[src/rtl/flash_ci_pkg.sv]
package flash_ci_pkg;

  typedef enum logic [2:0] {
    MODE_ARRAY     = 3'd0,
    MODE_STATUS    = 3'd1,
    MODE_IDENT     = 3'd2,
    MODE_PGM_SETUP = 3'd3,
    MODE_ERS_SETUP = 3'd4
  } fci_mode_e;

  localparam logic [7:0] CMD_PGM_A   = 8'h40;
  localparam logic [7:0] CMD_PGM_B   = 8'h10;
  localparam logic [7:0] CMD_ERASE   = 8'h20;
  localparam logic [7:0] CMD_STATUS  = 8'h70;
  localparam logic [7:0] CMD_IDENT   = 8'h90;
  localparam logic [7:0] CMD_CONFIRM = 8'hD0;

  function automatic logic is_setup(fci_mode_e m);
    return (m == MODE_PGM_SETUP) || (m == MODE_ERS_SETUP);
  endfunction

endpackage

[src/rtl/flash_ci_strobe.sv]
module flash_ci_strobe #(
  parameter int STAT_W = 8
) (
  input  logic              clk,
  input  logic              rst_n,
  input  logic              oe,
  input  logic              we,
  input  logic              cs,
  input  logic [STAT_W-1:0] dev_status,
  output logic              rd_req,
  output logic              cmd_stb,
  output logic [STAT_W-1:0] stat_buf
);

  logic prev_oe, prev_we, prev_cs;
  logic snap_en;

  // previous-sample strobe levels
  always_ff @(posedge clk or negedge rst_n) begin
    if (!rst_n) begin
      prev_oe <= 1'b0;
      prev_we <= 1'b0;
      prev_cs <= 1'b0;
    end else begin
      prev_oe <= oe;
      prev_we <= we;
      prev_cs <= cs;
    end
  end

  assign rd_req  = oe && cs && !we;
  assign cmd_stb = we && cs && !oe && !prev_we;
  assign snap_en = (oe && !prev_oe) || (cs && !prev_cs);

  always_ff @(posedge clk or negedge rst_n) begin
    if (!rst_n) stat_buf <= '0;
    else if (snap_en) stat_buf <= dev_status;
  end

  AST_CMD_SINGLE: assert property (@(posedge clk) disable iff (!rst_n)
    cmd_stb |=> !cmd_stb);

  AST_SNAP_HELD: assert property (@(posedge clk) disable iff (!rst_n)
    (rd_req && prev_oe && prev_cs) |=> $stable(stat_buf));

endmodule

[src/rtl/flash_ci_cmd.sv]
module flash_ci_cmd
  import flash_ci_pkg::*;
#(
  parameter int CMD_W = 8
) (
  input  logic             clk,
  input  logic             rst_n,
  input  logic             cmd_stb,
  input  logic [CMD_W-1:0] cmd_byte,
  output fci_mode_e        mode
);

  fci_mode_e mode_nxt;

  always_comb begin
    mode_nxt = mode;
    if (cmd_stb && !is_setup(mode)) begin
      case (8'(cmd_byte))
        CMD_PGM_A, CMD_PGM_B: mode_nxt = MODE_PGM_SETUP;
        CMD_ERASE:            mode_nxt = MODE_ERS_SETUP;
        CMD_STATUS:           mode_nxt = MODE_STATUS;
        CMD_IDENT:            mode_nxt = MODE_IDENT;
        default:              mode_nxt = MODE_ARRAY;
      endcase
    end
  end

  always_ff @(posedge clk or negedge rst_n) begin
    if (!rst_n) mode <= MODE_ARRAY;
    else        mode <= mode_nxt;
  end

  AST_NO_CMD_STABLE: assert property (@(posedge clk) disable iff (!rst_n)
    !cmd_stb |=> $stable(mode));

  AST_SETUP_STICKY: assert property (@(posedge clk) disable iff (!rst_n)
    is_setup(mode) |=> mode == $past(mode));

  AST_IDENT_ENTRY: assert property (@(posedge clk) disable iff (!rst_n)
    (cmd_stb && !is_setup(mode) && 8'(cmd_byte) == CMD_IDENT) |=> mode == MODE_IDENT);

  AST_CONFIRM_ARRAY: assert property (@(posedge clk) disable iff (!rst_n)
    (cmd_stb && !is_setup(mode) && 8'(cmd_byte) == CMD_CONFIRM) |=> mode == MODE_ARRAY);

endmodule

[src/rtl/flash_ci_rdmux.sv]
module flash_ci_rdmux
  import flash_ci_pkg::*;
#(
  parameter int          ADDR_W   = 19,
  parameter int          DATA_W   = 16,
  parameter int          STAT_W   = 8,
  parameter logic [15:0] DEV_CODE = 16'h8893,
  parameter logic [15:0] MFR_CODE = 16'h0089
) (
  input  logic              clk,
  input  logic              rst_n,
  input  logic              rd_req,
  input  fci_mode_e         mode,
  input  logic [ADDR_W-1:0] addr,
  input  logic [DATA_W/2-1:0] mem_even,
  input  logic [DATA_W/2-1:0] mem_odd,
  input  logic [STAT_W-1:0] stat_buf,
  output logic [DATA_W-1:0] rdata
);

  localparam int PAD_W = DATA_W - STAT_W;

  logic [DATA_W-1:0] sel_word;
  logic [DATA_W-1:0] id_word;

  always_comb begin
    if (addr == ADDR_W'(0))      id_word = DATA_W'(DEV_CODE);
    else if (addr == ADDR_W'(1)) id_word = DATA_W'(MFR_CODE);
    else                         id_word = '0;
  end

  always_comb begin
    case (mode)
      MODE_ARRAY:  sel_word = {mem_even, mem_odd};
      MODE_STATUS: sel_word = {{PAD_W{1'b0}}, stat_buf};
      MODE_IDENT:  sel_word = id_word;
      default:     sel_word = '0;
    endcase
  end

  always_ff @(posedge clk or negedge rst_n) begin
    if (!rst_n)      rdata <= '0;
    else if (rd_req) rdata <= sel_word;
    else             rdata <= '0;
  end

  AST_RESET_QUIET: assert property (@(posedge clk)
    !rst_n |-> rdata == '0);

  AST_IDLE_ZERO: assert property (@(posedge clk) disable iff (!rst_n)
    !rd_req |=> rdata == '0);

  AST_SETUP_ZERO: assert property (@(posedge clk) disable iff (!rst_n)
    (rd_req && is_setup(mode)) |=> rdata == '0);

  AST_MFR_CODE: assert property (@(posedge clk) disable iff (!rst_n)
    (rd_req && mode == MODE_IDENT && addr == ADDR_W'(1)) |=> rdata == DATA_W'(MFR_CODE));

endmodule

[src/rtl/flash_ci.sv]
module flash_ci
  import flash_ci_pkg::*;
#(
  parameter int          ADDR_W   = 19,
  parameter int          DATA_W   = 16,
  parameter int          STAT_W   = 8,
  parameter logic [15:0] DEV_CODE = 16'h8893,
  parameter logic [15:0] MFR_CODE = 16'h0089
) (
  input  logic                clk,
  input  logic                rst_n,
  input  logic [ADDR_W-1:0]   bus_addr,
  input  logic [DATA_W-1:0]   bus_wdata,
  input  logic                bus_oe,
  input  logic                bus_we,
  input  logic                bus_cs,
  input  logic [STAT_W-1:0]   dev_status,
  output logic [DATA_W-1:0]   bus_rdata,
  output logic [ADDR_W:0]     mem_addr,
  input  logic [DATA_W/2-1:0] mem_even,
  input  logic [DATA_W/2-1:0] mem_odd
);

  localparam int CMD_W = DATA_W / 2;

  logic              rd_req;
  logic              cmd_stb;
  logic [STAT_W-1:0] stat_buf;
  fci_mode_e         mode;

  assign mem_addr = {bus_addr, 1'b0};

  flash_ci_strobe #(.STAT_W(STAT_W)) u_strobe (
    .clk(clk), .rst_n(rst_n),
    .oe(bus_oe), .we(bus_we), .cs(bus_cs),
    .dev_status(dev_status),
    .rd_req(rd_req), .cmd_stb(cmd_stb), .stat_buf(stat_buf)
  );

  flash_ci_cmd #(.CMD_W(CMD_W)) u_cmd (
    .clk(clk), .rst_n(rst_n),
    .cmd_stb(cmd_stb), .cmd_byte(bus_wdata[CMD_W-1:0]),
    .mode(mode)
  );

  flash_ci_rdmux #(
    .ADDR_W(ADDR_W), .DATA_W(DATA_W), .STAT_W(STAT_W),
    .DEV_CODE(DEV_CODE), .MFR_CODE(MFR_CODE)
  ) u_rdmux (
    .clk(clk), .rst_n(rst_n),
    .rd_req(rd_req), .mode(mode), .addr(bus_addr),
    .mem_even(mem_even), .mem_odd(mem_odd),
    .stat_buf(stat_buf), .rdata(bus_rdata)
  );

  AST_HIGH_BYTE_INERT: assert property (@(posedge clk) disable iff (!rst_n)
    (cmd_stb && !is_setup(mode) && bus_wdata[CMD_W-1:0] == CMD_W'(8'hFF)
     && bus_wdata[DATA_W-1:CMD_W] != '0) |=> mode == MODE_ARRAY);

endmodule

[config.mk]
export PLATFORM = sky130hd
export DESIGN_NAME = flash_ci
export DESIGN_NICKNAME = d
export VERILOG_FILES = /design/src/rtl/flash_ci_pkg.sv /design/src/rtl/flash_ci_strobe.sv /design/src/rtl/flash_ci_cmd.sv /design/src/rtl/flash_ci_rdmux.sv /design/src/rtl/flash_ci.sv
export SDC_FILE = /design/constraint.sdc
export NUM_CORES = 1
export LEC_CHECK = 0
export ABC_AREA = 1
export CORE_MARGIN = 10
export CORE_UTILIZATION = 62
export CTS_BUF_LIST = sky130_fd_sc_hd__clkbuf_16
export DETAILED_ROUTE_END_ITERATION = 6
export DONT_BUFFER_PORTS = 1
export PLACE_DENSITY_LB_ADDON = 0.2
export SYNTH_ARGS = -nofsm -noshare
export SYNTH_HDL_FRONTEND = slang
export SYNTH_SLANG_ARGS = --single-unit
[constraint.sdc]
create_clock -name clk -period 1.55 [get_ports clk]
set_input_delay 0.155 -clock clk [delete_from_list [all_inputs] [get_ports clk]]
set_output_delay 0.155 -clock clk [all_outputs]
set_load 0.02 [all_outputs]
Word level (Yosys, flattened, before mapping)
Index checks and enable logic that the tools add are counted.
Storage, ports and cells
  register bits: 30
  bits of input ports: 64
  output and inout bits: 36
  word-level logic and storage cells: 40
Operators by class
  equality and inequality tests: 10
  muxes and demuxes: 5
  reductions and logical operators: 19
Operators by type and width (number)
  $pmux W16 S3: 1
  $mux W16: 2
  $eq A19 B1 Y1 const B: 1
  $logic_not A19 Y1: 1
  $eq A8 B7 Y1 const B: 2
  $pmux W3 S4: 1
  $eq A8 B5 Y1 const B: 1
  $eq A8 B6 Y1 const B: 1
  $eq A8 B8 Y1 const B: 1
  $logic_and A1 B1 Y1: 8
  $mux W8: 1
  $eq A3 B2 Y1 const B: 2
  $logic_not A1 Y1: 6
  $eq A3 B1 Y1 const B: 1
  $eq A3 B3 Y1 const B: 1
  $logic_not A3 Y1: 1
  $logic_or A1 B1 Y1: 2
  $reduce_or A2 Y1: 1

Depth between registers and ports, before layout
  depth in word-level cells: 5
  mapped depth: 8

Cells and area by module
Synthesis repeated with hierarchy kept, for this count alone.
Second synthesis, totals
  cells, all modules: 200
  area total of the unflattened synthesis: 1560.2 µm²
Modules (own cells, without submodules)
  flash_ci_rdmux: times used 1, cells an instance 101, area an instance 770.7 µm², sequential area each 400.4 µm²
  flash_ci_strobe: times used 1, cells an instance 44, area an instance 427.9 µm², sequential area each 275.3 µm²
  flash_ci_cmd: times used 1, cells an instance 34, area an instance 207.7 µm², sequential area each 75.1 µm²
  flash_ci: times used 1, cells an instance 21, area an instance 153.9 µm², sequential area each 0.0 µm²

Least setup slack after synthesis
No wires, ideal clock.
  kind: register -> register
  start: register u_cmd.mode[1]
  end: register u_rdmux.rdata[2]
  arrival time: 1.080 ns
  required time: 1.477 ns
  setup slack: 0.397 ns
  cell stages (with the launch flop): 5
  path buffers: 1
  clock period less this slack: 1.153 ns
  cells stage by stage: dfrtp_1 nor3_4 buf_6 nand2_2 a21oi_2
On the way
  cells in the longest elaborated chain, start to end: 3
  elaborated cells on any way between the ends: 5
  those cells by class: eq/ne: 2; mux: 2; reduce/logical: 1
Ends and longest elaborated chain
  start: declaration: line flash_ci_cmd.sv:10  | output fci_mode_e mode
  start signal: assignment: line flash_ci_cmd.sv:30  | else mode <= mode_nxt;
  $eq A3 B2 Y1 (tied with other cells): line flash_ci_rdmux.sv:33  | case (mode)
  $pmux W16 S3 (*): line flash_ci_rdmux.sv:33
  $mux W16 (*): line flash_ci_rdmux.sv:43  | else if (rd_req) rdata <= sel_word;
  end signal: assignment: line flash_ci_rdmux.sv:43
  end: declaration: line flash_ci_rdmux.sv:18  | output logic [DATA_W-1:0] rdata
Every way passes the cells marked *; elsewhere a longest branch is shown, timed or not.
A chain may end at the register's enable or synchronous reset.

Final worst setup path
  start: register u_cmd.mode[1]
  end: register u_rdmux.rdata[15]
The elaborated chain is that of the path after synthesis.

==> impl_metrics.csv <==
group,metric,value,unit
status,status,"completed",
logic_synthesis,post_synthesis_sequential_area_ratio,47.5,%
routing,wl_per_cell,16.8,µm
layout,final_layout_size_suffix_gt1_share,17.2,%
die,fp.dieArea,4970,µm²
grt,grt_usage,13.7,%
logic_synthesis,synthesis.area,1580,µm²
die,initial_core_util,64.3,%
grt,grt_first_pass_wirelength,5.55,mm
grt,pin_count_of_the_biggest_net_entering_global_routing,31,
logic_synthesis,synth_warnings,0,
timing,min_period_over_period,84.1,%
critical_path,path_class,"reg -> reg",
logic_synthesis,synth_top_area_share,47.5,%
grt,grt_pass1_vias,1153,
placed_design,portBuffers,0,
timing,finalSetupViolations,0,
clocking,cts_root_buf,"sky130_fd_sc_hd__clkbuf_16",
critical_path,cp-start-kind,"register",
layout,flow.area_growth_from_synthesis,5.39,%
timing,rsz0062_at_grt,"false",
layout,final_area,1660,µm²
routing,drt_first_iter_violations,90,
logic_synthesis,postSynthRegisterBits,30,
critical_path,cp-startpoint,"u_cmd.mode[1]",
clocking,clkTransAtPathRegs,50,ps
logic_synthesis,yosys.area.top_type,"sky130_fd_sc_hd__dfrtp_1",
clocking,cts-htree-levels,2,
clocking,cts_inserted_buffers,5,
critical_path,critical_path.cell_chain,"nor3_4, buf_4, nand2_1, a21oi_1",
routing,route.vias.total,1123,
timing,fin_setup_tns,0,ps
die,fp.coreArea,2450,µm²
hold_path,min-delay-start,"mem_even[6]",
routing,routed_wl,3.52,mm
critical_path,worst_path_largest_cell_delay,470,ps
layout,fin_cells,210,
clocking,cts_num_sinks,30,
die,number_of_primary_i_o_pins,100,
timing,finalHoldViolations,0,
placed_design,gp_congestion,0.754,
placed_design,place_hpwl,2.78,mm
placed_design,numPlacedInstances,196,
logic_synthesis,postSynthAreaPerCell,8.40,µm²
timing,layout_min_cycle_time,1300,ps
layout,filler_cell_count,220,
routing,ant_nets,0,
routing,drcViolationCount,0,
timing,fmax,768,MHz
grt,grtUsageMet1,14.9,%
die,die_y,70.5,µm
job,cap_viol_max_count,0,
logic_synthesis,synth.net_count,252,
clocking,clock_insertion_delay_worst_skew,270,ps
layout,final_util,67.8,%
timing,final-max-slew-violation-count,0,
clocking,cts_tree,"done",
critical_path,worst-path-max-fanout,11,
die,std_cell_rows,18,
logic_synthesis,synth_top_flop_cell,"sky130_fd_sc_hd__dfrtp_1",
grt,met2_routing_resource_usage_after_global_routing,23.5,%
hold_path,hold_path.class,"in -> reg",
grt,globalRouteMet3Util,6.78,%
logic_synthesis,most_common_cell_in_the_netlist,"sky130_fd_sc_hd__nand2_1",
timing,tightest_slew,550,ps
placed_design,placement.cell_area,1450,µm²
power,power_density,1340,nW/µm²
layout,design.final.nets,243,
critical_path,crit_path_arrival_time,1490,ps
logic_synthesis,synthDistinctLibCells,23,
timing,hold_ws,7.62,ps
grt,grt_overflow,0,
critical_path,cp_slowest_cell,"sky130_fd_sc_hd__dfrtp_1",
critical_path,endpoint_kind,"register",
logic_synthesis,post_synth_inst_count,188,
logic_synthesis,synth_edf_count,0,
logic_synthesis,synth_top_cells_by_count,"sky130_fd_sc_hd__nand2_1 (34), sky130_fd_sc_hd__dfrtp_1 (30), sky130_fd_sc_hd__inv_1 (23)",
critical_path,required_time_of_the_critical_path,1740,ps
grt,antenna_found_initial,0,
timing,slew_headroom,63.3,%
clocking,clock_tree.buffer_depth,2,
logic_synthesis,largest_cells_by_area_after_synthesis,"sky130_fd_sc_hd__dfrtp_1 (48%), sky130_fd_sc_hd__buf_4 (9.5%), sky130_fd_sc_hd__nand2_1 (8.1%)",
timing,final.setup_skew,3.24,ps
layout,ff_latch_area,751,µm²
die,die-width,70.5,µm
clocking,cts.repair.resized,0,
logic_synthesis,synth-async-reset-ratio,100,%
critical_path,crit-reg2reg-launch,"u_cmd.mode[1]",
power,p_leak,0.814,nW
routing,routed_via_density,5.35,
routing,firstDrtPassIters,4,
layout,multiInputGateArea,552,µm²
power,vdd_ir_drop_max,1050,µV
layout,num_antenna_cells,0,
grt,grt_busiest_layer,"met2",
-- metal layers --
layer	routed length, µm	up-vias
met5	0	-
met4	11	0
met3	302	2
met2	1830	48
met1	1380	526
li1	-	547
-- worst max-delay path: cells and delay by family, from the launching register on --
kind	cells	cell delay, ps
simple gates	2	380
flops	1	470
compound gates	1	130
buf+inv	1	240
-- layout by cell type, fill, tap and decap left out --
master	count
sky130_fd_sc_hd__a21oi_1	4
sky130_fd_sc_hd__buf_4	1
sky130_fd_sc_hd__nand2_2	4
sky130_fd_sc_hd__nand4_1	2
sky130_fd_sc_hd__clkinvlp_4	1
sky130_fd_sc_hd__o22ai_2	1
sky130_fd_sc_hd__o21ai_1	6
sky130_fd_sc_hd__buf_12	1
sky130_fd_sc_hd__nand3_2	1
sky130_fd_sc_hd__nor2_1	19
sky130_fd_sc_hd__clkinv_2	1
sky130_fd_sc_hd__inv_2	5
sky130_fd_sc_hd__conb_1	1
sky130_fd_sc_hd__nor3_4	2
sky130_fd_sc_hd__nand3_1	12
sky130_fd_sc_hd__dfrtp_1	30
sky130_fd_sc_hd__a21oi_2	5
sky130_fd_sc_hd__clkbuf_16	5
sky130_fd_sc_hd__nand2_1	34
sky130_fd_sc_hd__nor3_2	1
sky130_fd_sc_hd__inv_1	23
sky130_fd_sc_hd__nand3_4	1
sky130_fd_sc_hd__o21ai_0	10
sky130_fd_sc_hd__clkinv_1	1
sky130_fd_sc_hd__nor4_1	2
sky130_fd_sc_hd__nor2_2	2
sky130_fd_sc_hd__dlygate4sd3_1	5
-- report_power, final --
part	internal, mW	total, mW	switching [mW]
combinational	0.143	0.382	0.239
sequential	0.851	0.933	0.0822
clock	0.584	0.908	0.323
total	1.58	2.22	0.645
-- state kept, by name, indices dropped and copies added, names as in the netlist --
signal,flops
u_strobe.prev_oe,1
u_strobe.prev_we,1
u_strobe.stat_buf,8
u_strobe.prev_cs,1
u_cmd.mode,3
u_rdmux.rdata,16
-- cells by family (layout without fill, tap and decap cells) --
| group | Yosys count | after routing | synth area share, % |
|---|---|---|---|
| simple gates | 80 | 80 | 24.8 |
| buf+inv | 51 | 43 | 17.5 |
| compound gates | 26 | 26 | 9.90 |
| flops | 30 | 30 | 47.5 |
| other cells | 1 | 1 | 0.237 |
-- layout make-up --
class	instances	share of cell area (%)
well taps	30	2.26
clock buffers	5	7.52
flip-flops and latches	30	45.1
multi-input cells	107	33.2
repair buffers	7	4.66
clock inverters	3	0.977
inverters	28	6.32
-- repair_timing --
item	CTS	global route
buffers inserted	0	0
hold buffers	6	0
endpoints found under the hold margin	34	0
-- stage by stage --
step           total power [mW]  setup WS, ps
5_1_grt                    2.34          92.2
4_1_cts                    2.24           236
3_3_place_gp               1.28           285
2_1_floorplan              1.32           397
3_5_place_dp               1.30           247
6_report                   2.22           247
-- final timing paths --
| kind | endpoint | slack (ps) | depth (start not counted) |
|---|---|---|---|
| max | u_rdmux.rdata[15] | 250 | 4 |
| min | u_rdmux.rdata[14] | 8 | 2 |
| max reg2reg | u_rdmux.rdata[15] | 250 | 4 |
| min reg2reg | u_strobe.stat_buf[1] | 540 | 2 |
| max in group asynchronous | u_cmd.mode[2] | 1070 | 2 |
| min in group asynchronous | u_strobe.stat_buf[2] | 320 | 2 |
No activity file was read; power rests on OpenSTA's default activity.
